===== src/rtl/tel_pkg.sv =====
package tel_pkg;
   typedef enum logic {DIR_LO = 1'b0, DIR_HI = 1'b1} dir_e;
endpackage


===== src/rtl/tel_cmp.sv =====
module tel_cmp #(
   parameter int SMP_W = 8
) (
   input  logic [SMP_W-1:0] smp,
   input  logic [SMP_W-1:0] thr_lo,
   input  logic [SMP_W-1:0] thr_hi,
   output logic             lo_hit,
   output logic             hi_hit
);
   // Both comparisons include the threshold value itself
   always_comb begin
      lo_hit = (smp <= thr_lo);
      hi_hit = (smp >= thr_hi);
   end
endmodule


===== src/rtl/tel_track.sv =====
module tel_track
   import tel_pkg::*;
#(
   parameter dir_e DIR     = DIR_LO,
   parameter int   STAMP_W = 24,
   parameter int   DUR_W   = 8,
   parameter int   NSLOT   = 12,
   parameter int   ADDR_W  = 7,
   parameter int   BASE    = 0
) (
   input  logic                             clk,
   input  logic                             rst_n,
   input  logic                             smp_valid,
   input  logic                             hit,
   input  logic [STAMP_W-1:0]               stamp,
   input  logic                             clr_flag,
   output logic                             req,
   output logic [ADDR_W-1:0]                req_addr,
   output logic [(STAMP_W+DUR_W)/8-1:0]     req_be,
   output logic [STAMP_W+DUR_W-1:0]         req_data,
   output logic                             flag
);
   localparam int WORD_W   = STAMP_W + DUR_W;
   localparam int BE_W     = WORD_W / 8;
   localparam int STAMP_B  = STAMP_W / 8;
   localparam int SLOT_W   = $clog2(NSLOT + 1);
   localparam int DIR_BASE = BASE + ((DIR == DIR_HI) ? NSLOT * BE_W : 0);
   localparam logic [SLOT_W-1:0] SLOT_LIM = SLOT_W'(NSLOT);
   localparam logic [SLOT_W-1:0] SLOT_ONE = SLOT_W'(1);
   localparam logic [DUR_W-1:0]  DUR_MAX  = '1;
   localparam logic [DUR_W-1:0]  DUR_ONE  = DUR_W'(1);
   localparam logic [BE_W-1:0]   BE_ALL   = '1;
   localparam logic [BE_W-1:0]   BE_DUR   = BE_ALL << STAMP_B;

   logic [SLOT_W-1:0] nxt_q;
   logic              act_q;
   logic [DUR_W-1:0]  dur_q;
   logic              flag_q;
   logic              req_q;
   logic [ADDR_W-1:0] addr_q;
   logic [BE_W-1:0]   be_q;
   logic [WORD_W-1:0] data_q;

   logic              alarm, room, opening, bumping;
   logic [SLOT_W-1:0] slot;

   always_comb begin
      alarm   = smp_valid && hit;
      room    = (nxt_q < SLOT_LIM);
      opening = alarm && (!act_q || (dur_q == DUR_MAX)) && room;
      bumping = alarm && act_q && (dur_q != DUR_MAX);
      slot    = opening ? nxt_q : (nxt_q - SLOT_ONE);
   end

   always_ff @(posedge clk) begin
      if (!rst_n) begin
         nxt_q  <= '0;
         act_q  <= 1'b0;
         dur_q  <= '0;
         flag_q <= 1'b0;
         req_q  <= 1'b0;
         addr_q <= '0;
         be_q   <= '0;
         data_q <= '0;
      end else begin
         req_q <= opening || bumping;
         if (opening || bumping) begin
            addr_q <= ADDR_W'(DIR_BASE) + ADDR_W'(slot) * ADDR_W'(BE_W);
            be_q   <= opening ? BE_ALL : BE_DUR;
            data_q <= {(opening ? DUR_ONE : dur_q + DUR_ONE), stamp};
         end
         if (opening) begin
            act_q <= 1'b1;
            dur_q <= DUR_ONE;
            nxt_q <= nxt_q + SLOT_ONE;
         end else if (bumping) begin
            dur_q <= dur_q + DUR_ONE;
         end else if (smp_valid) begin
            act_q <= 1'b0;
         end
         if (alarm)         flag_q <= 1'b1;
         else if (clr_flag) flag_q <= 1'b0;
      end
   end

   assign req      = req_q;
   assign req_addr = addr_q;
   assign req_be   = be_q;
   assign req_data = data_q;
   assign flag     = flag_q;

   p_dur_step_r3: assert property (@(posedge clk) disable iff (!rst_n)
      (alarm && act_q && dur_q != DUR_MAX) |=> (dur_q == $past(dur_q) + DUR_ONE));
   p_chain_r4: assert property (@(posedge clk) disable iff (!rst_n)
      (alarm && act_q && dur_q == DUR_MAX && room)
      |=> (req_q && be_q == BE_ALL && dur_q == DUR_ONE && nxt_q == $past(nxt_q) + SLOT_ONE));
   p_return_r5: assert property (@(posedge clk) disable iff (!rst_n)
      (smp_valid && !hit) |=> (!req_q && !act_q));
   p_slot_bound_r7: assert property (@(posedge clk) disable iff (!rst_n)
      nxt_q <= SLOT_LIM);
   p_full_silent_r7: assert property (@(posedge clk) disable iff (!rst_n)
      (!room && !act_q) |=> !req_q);
   p_flag_set_r8: assert property (@(posedge clk) disable iff (!rst_n)
      alarm |=> flag_q);
   p_flag_hold_r8: assert property (@(posedge clk) disable iff (!rst_n)
      (!alarm && !clr_flag) |=> $stable(flag_q));
   p_flag_clear_r8: assert property (@(posedge clk) disable iff (!rst_n)
      (!alarm && clr_flag) |=> !flag_q);
endmodule


===== src/rtl/tel_arb.sv =====
module tel_arb #(
   parameter int ADDR_W = 7,
   parameter int WORD_W = 32
) (
   input  logic                  clk,
   input  logic                  rst_n,
   input  logic                  a_req,
   input  logic [ADDR_W-1:0]     a_addr,
   input  logic [WORD_W/8-1:0]   a_be,
   input  logic [WORD_W-1:0]     a_data,
   input  logic                  b_req,
   input  logic [ADDR_W-1:0]     b_addr,
   input  logic [WORD_W/8-1:0]   b_be,
   input  logic [WORD_W-1:0]     b_data,
   output logic                  we,
   output logic [ADDR_W-1:0]     addr,
   output logic [WORD_W/8-1:0]   be,
   output logic [WORD_W-1:0]     data
);
   localparam int BE_W = WORD_W / 8;

   logic              pend_q;
   logic [ADDR_W-1:0] p_addr;
   logic [BE_W-1:0]   p_be;
   logic [WORD_W-1:0] p_data;

   // Port a (low direction) goes first; a colliding b request waits one cycle
   always_comb begin
      we   = a_req || pend_q || b_req;
      addr = b_addr;
      be   = b_be;
      data = b_data;
      if (a_req) begin
         addr = a_addr;
         be   = a_be;
         data = a_data;
      end else if (pend_q) begin
         addr = p_addr;
         be   = p_be;
         data = p_data;
      end
   end

   always_ff @(posedge clk) begin
      if (!rst_n) begin
         pend_q <= 1'b0;
         p_addr <= '0;
         p_be   <= '0;
         p_data <= '0;
      end else begin
         pend_q <= a_req && b_req;
         if (a_req && b_req) begin
            p_addr <= b_addr;
            p_be   <= b_be;
            p_data <= b_data;
         end
      end
   end

   p_no_overrun_r9: assert property (@(posedge clk) disable iff (!rst_n)
      pend_q |-> !(a_req || b_req));
   p_order_r9: assert property (@(posedge clk) disable iff (!rst_n)
      (a_req && b_req) |=> (we && addr == $past(b_addr) && be == $past(b_be)));
endmodule


===== src/rtl/temp_excursion_logger.sv =====
module temp_excursion_logger
   import tel_pkg::*;
#(
   parameter int SMP_W   = 8,
   parameter int STAMP_W = 24,
   parameter int DUR_W   = 8,
   parameter int NSLOT   = 12,
   parameter int ADDR_W  = 7,
   parameter int BASE    = 0
) (
   input  logic                         clk,
   input  logic                         rst_n,
   input  logic                         smp_valid,
   input  logic [SMP_W-1:0]             smp_value,
   input  logic [SMP_W-1:0]             thr_lo,
   input  logic [SMP_W-1:0]             thr_hi,
   input  logic [STAMP_W-1:0]           smp_count,
   input  logic                         clr_lo_flag,
   input  logic                         clr_hi_flag,
   output logic                         ev_we,
   output logic [ADDR_W-1:0]            ev_addr,
   output logic [(STAMP_W+DUR_W)/8-1:0] ev_be,
   output logic [STAMP_W+DUR_W-1:0]     ev_wdata,
   output logic                         flag_lo,
   output logic                         flag_hi
);
   localparam int WORD_W = STAMP_W + DUR_W;
   localparam int BE_W   = WORD_W / 8;
   localparam int NDIR   = 2;

   if ((STAMP_W % 8) != 0 || (DUR_W % 8) != 0) begin : g_bad_width
      $error("stamp and duration widths must be whole bytes");
   end
   if (NSLOT < 1) begin : g_bad_slots
      $error("at least one slot per direction is needed");
   end
   if (BASE + NDIR * NSLOT * BE_W > (1 << ADDR_W)) begin : g_bad_addr
      $error("event area does not fit the address width");
   end

   logic [NDIR-1:0]   hits, clrs, reqs, flags;
   logic [ADDR_W-1:0] t_addr [NDIR];
   logic [BE_W-1:0]   t_be   [NDIR];
   logic [WORD_W-1:0] t_data [NDIR];

   tel_cmp #(.SMP_W(SMP_W)) u_cmp (
      .smp    (smp_value),
      .thr_lo (thr_lo),
      .thr_hi (thr_hi),
      .lo_hit (hits[0]),
      .hi_hit (hits[1])
   );

   assign clrs = {clr_hi_flag, clr_lo_flag};

   for (genvar d = 0; d < NDIR; d++) begin : g_dir
      tel_track #(
         .DIR     (dir_e'(d)),
         .STAMP_W (STAMP_W),
         .DUR_W   (DUR_W),
         .NSLOT   (NSLOT),
         .ADDR_W  (ADDR_W),
         .BASE    (BASE)
      ) u_trk (
         .clk       (clk),
         .rst_n     (rst_n),
         .smp_valid (smp_valid),
         .hit       (hits[d]),
         .stamp     (smp_count),
         .clr_flag  (clrs[d]),
         .req       (reqs[d]),
         .req_addr  (t_addr[d]),
         .req_be    (t_be[d]),
         .req_data  (t_data[d]),
         .flag      (flags[d])
      );
   end

   tel_arb #(.ADDR_W(ADDR_W), .WORD_W(WORD_W)) u_arb (
      .clk    (clk),
      .rst_n  (rst_n),
      .a_req  (reqs[0]),
      .a_addr (t_addr[0]),
      .a_be   (t_be[0]),
      .a_data (t_data[0]),
      .b_req  (reqs[1]),
      .b_addr (t_addr[1]),
      .b_be   (t_be[1]),
      .b_data (t_data[1]),
      .we     (ev_we),
      .addr   (ev_addr),
      .be     (ev_be),
      .data   (ev_wdata)
   );

   assign flag_lo = flags[0];
   assign flag_hi = flags[1];

   // Usage rule behind the shared port: strobes at least two cycles apart
   p_spacing_r9: assert property (@(posedge clk) disable iff (!rst_n)
      smp_valid |=> !smp_valid);
   p_reset_idle_r10: assert property (@(posedge clk)
      !rst_n |=> (!ev_we && !flag_lo && !flag_hi));
endmodule


===== config.mk =====
export PLATFORM = sky130hd
export DESIGN_NAME = temp_excursion_logger
export DESIGN_NICKNAME = d
export VERILOG_FILES = /design/src/rtl/tel_pkg.sv /design/src/rtl/tel_cmp.sv /design/src/rtl/tel_track.sv /design/src/rtl/tel_arb.sv /design/src/rtl/temp_excursion_logger.sv
export SDC_FILE = /design/constraint.sdc
export NUM_CORES = 1
export LEC_CHECK = 0
export BUFFER_PORTS_ARGS = -buffer_cell sky130_fd_sc_hd__buf_2
export CORE_MARGIN = 5
export CORE_UTILIZATION = 37
export CTS_BUF_LIST = sky130_fd_sc_hd__clkbuf_4 sky130_fd_sc_hd__clkbuf_8 sky130_fd_sc_hd__clkbuf_16
export CTS_CLUSTER_SIZE = 25
export DETAILED_ROUTE_END_ITERATION = 16
export SYNTH_ARGS = -nofsm -noshare
export SYNTH_HDL_FRONTEND = slang
export SYNTH_HIERARCHICAL = 1
export SYNTH_SLANG_ARGS = --single-unit
export TNS_END_PERCENT = 100

===== constraint.sdc =====
create_clock -name clk -period 3.4 [get_ports clk]
set_input_delay 0.34 -clock clk [delete_from_list [all_inputs] [get_ports clk]]
set_output_delay 0.34 -clock clk [all_outputs]
set_load 0.05 [all_outputs]

==> metrics.csv <==
metric;value;unit
regArea;2990;sq um
synth_top_family_by_area;compound AO/OA/AOI/OAI gates;
synthAdderAreaFrac;0.0393;
crit_chain;buf_4 > nand2_1 > o21ai_0 > buf_2;
root_buffer;clkbuf_16;
rows;51;
status;completed;
whs;0.139;ns
grt_pass1_vias;5292;
synthCells;759;
slowest_delay;0.75;ns
worstPathMaxFanout;66;
min_period;2.51;ns
drcViolationCount;0;
num_antenna_cells;0;
vdd_drop_max;0.304;mV
finalHoldViolations;0;
syn_avg_cell_area;9.64;sq um
dieArea;22700;sq um
synth-seq-area-share;0.408;
cts_sinks;149;
firstDrtPassIters;4;
cp.buffers_inverters;2;
met3_usage;0.0358;
period_share;0.737;
path_delay_family;buffers and inverters;
port_buffers;98;
synth_ff_type;dfxtp_1;
worstSetupPathType;reg -> out;
grt_use_total;0.147;
final_max_slew_viol_count;0;
worstMarginPinSlew;0.752;ns
routedWlPerCell;14.9;um
power_density;540;nW/um^2
ys_async_sr_fraction;0;
cts_buffers;17;
hp-class;in -> reg;
slowest_stage;dfxtp_4;
multi_input_area;3740;sq um
grtUsageMet2;0.224;
synthTopCellsByArea;dfxtp_1 41%, mux2i_1 6.0%, a22o_1 5.6%;
critPathLaunchType;register;
cts.clk_slew.worst_paths;0.06;ns
vias;5585;
wirelength;16.4;mm
cts_max_level;4;
timing.setup.tns;0;ns
synth_warnings;6;
core-area;19500;sq um
ys_ff_latch;149;
netlist_area;7320;sq um
ant_nets;0;
cts_setup_buffers;0;
dp_hpwl;10.7;mm
grt_max_degree;71;
hold_buffers;0;
synthDistinctLibCells;60;
netlist.area_leader.share;0.408;
gp_congestion;0.819;
p_leak;3.73;nW
fp.dieW;151;um
grt_first_pass_wirelength;26.7;mm
syn_to_final_growth;14.6;%
clockBufferDepth;2;
use_met1;0.203;
n_fill_cell;1905;
pin_count;99;
synth_edf_count;0;
slew_headroom;0.498;
cp-end-kind;output pin;
skew;0.0107;ns
synth_top_area_cell;dfxtp_1;
antenna_found_initial;0;
nets;897;
initial_core_util;0.376;
grt_overflow;0;
synthSimpleGateAreaFrac;0.116;
synth-compound-area-share;0.276;
vias_per_cell;5.09;
drt_iter0_drc;242;
cp.arrival;2.17;ns
rsz0062_at_grt;false;
busiest_layer;met2;
muxShareOfSynthArea;0.0602;
cts_tree;built;
synth_xor_xnor_area_share;0.0168;
crit_required;3.06;ns
cts.repair.resized;0;
setup_viol;0;
insertion_delay;0.42;ns
cap_viol_max_count;0;
fmax;399;MHz
die_h;151;um
layout-drive-gt1-share;0.198;
## synth_stat cells, types with 19 or more instances
cell type	count
a21boi_0	28
a21boi_1	19
a21o_1	27
a22o_1	47
and3_1	47
buf_4	21
dfxtp_1	149
ha_1	23
inv_1	22
mux2i_1	44
nand2_1	60
o21a_1	45
o21ai_0	29
o21ai_1	23
## kinds of logic after synthesis
logic type / Yosys count
AO/OA/AOI/OAI: 273
XOR/XNOR: 14
adder cells (fa/ha/maj): 23
buffers and inverters: 93
flip-flops: 149
multiplexers: 44
other: 2
AND/OR/NAND/NOR: 161
## per-stage QoR
step / utilization / instance area, sq um / worst slack (ns) / power [W] / std cells
after floorplan: - / 7330 / 0.833 / 0.00244 / 762
after detailed placement: 0.399 / 7760 / 0.577 / 0.00258 / 1067
after global placement: 0.399 / 7760 / 0.578 / 0.00258 / 1067
final: 0.431 / 8390 / 0.893 / 0.00453 / 1098
after global routing: 0.431 / 8390 / 0.748 / 0.00473 / 1098
after CTS: 0.431 / 8390 / 0.825 / 0.00459 / 1098
## flip-flops by register name, indices dropped and copies added, names as in the netlist, 2 cells and up
name,flops
g_dir.u_trk/act_q,2
g_dir.u_trk/dur_q,14
g_dir.u_trk/flag,2
g_dir.u_trk/nxt_q,8
g_dir.u_trk/req,2
g_dir.u_trk/req_addr,9
g_dir.u_trk/req_be,4
g_dir.u_trk/req_data,64
u_arb/p_addr,7
u_arb/p_be,4
u_arb/p_data,32
## cells in the final DEF, fill, tap and decap left out, types with 3 or more instances in the layout
cell type and n:
and3_1 47, xnor2_1 8, nand2_1 60, clkbuf_16 17, buf_2 98, nor3_1 4
a21boi_1 19, nand3_1 13, bufinv_16 4, a21o_1 27, nor2_1 14, a21boi_0 28
dfxtp_1 146, a31oi_1 3, conb_1 5, a21oi_1 14, o211ai_1 5, mux2i_1 44
ha_1 23, a22o_2 8, inv_1 22, and2_1 5, o21a_1 45, buf_12 3
o21ai_0 29, a22o_1 47, o21ai_1 23, nand4_1 3, buf_4 9, xor2_1 6
a32o_1 5, nand2b_1 4
## final timing paths
check | slack [ns] | cells after the start | to | startpoint
setup reg to reg | 1.26 | 6 | g_dir[1].u_trk/req_addr[4] | g_dir[1].u_trk/req_data[24]
hold reg to reg | 0.45 | 1 | g_dir[0].u_trk/req_data[26] | g_dir[0].u_trk/req_data[26]
setup / recovery | 0.89 | 4 | ev_be[2] | g_dir[0].u_trk/req
hold / removal | 0.14 | 2 | g_dir[1].u_trk/req_data[15] | smp_count[15]
## power by group
part | switching [W] | leakage (nW) | internal, W
logic | 0.000418 | 2.21 | 0.000206
registers | 0.0000890 | 1.21 | 0.00183
clock network | 0.000736 | 0.303 | 0.00125
total | 0.00124 | 3.73 | 0.00329
## cell type report
class / instances / area share
Multi-Input combinational cell: 520 / 0.445
Sequential cell: 149 / 0.356
Inverter: 23 / 0.0106
Tap cell: 265 / 0.0395
Timing Repair Buffer: 110 / 0.0737
Clock buffer: 19 / 0.0533
Clock inverter: 12 / 0.0212
## per-layer routing
layer / up-vias / wire length (um)
met1: 2608 / 8230
met3: 20 / 717
met2: 99 / 7230
met5: - / 0
li1: 2858 / -
met4: 0 / 218
Power figures use the tool's default switching activity.
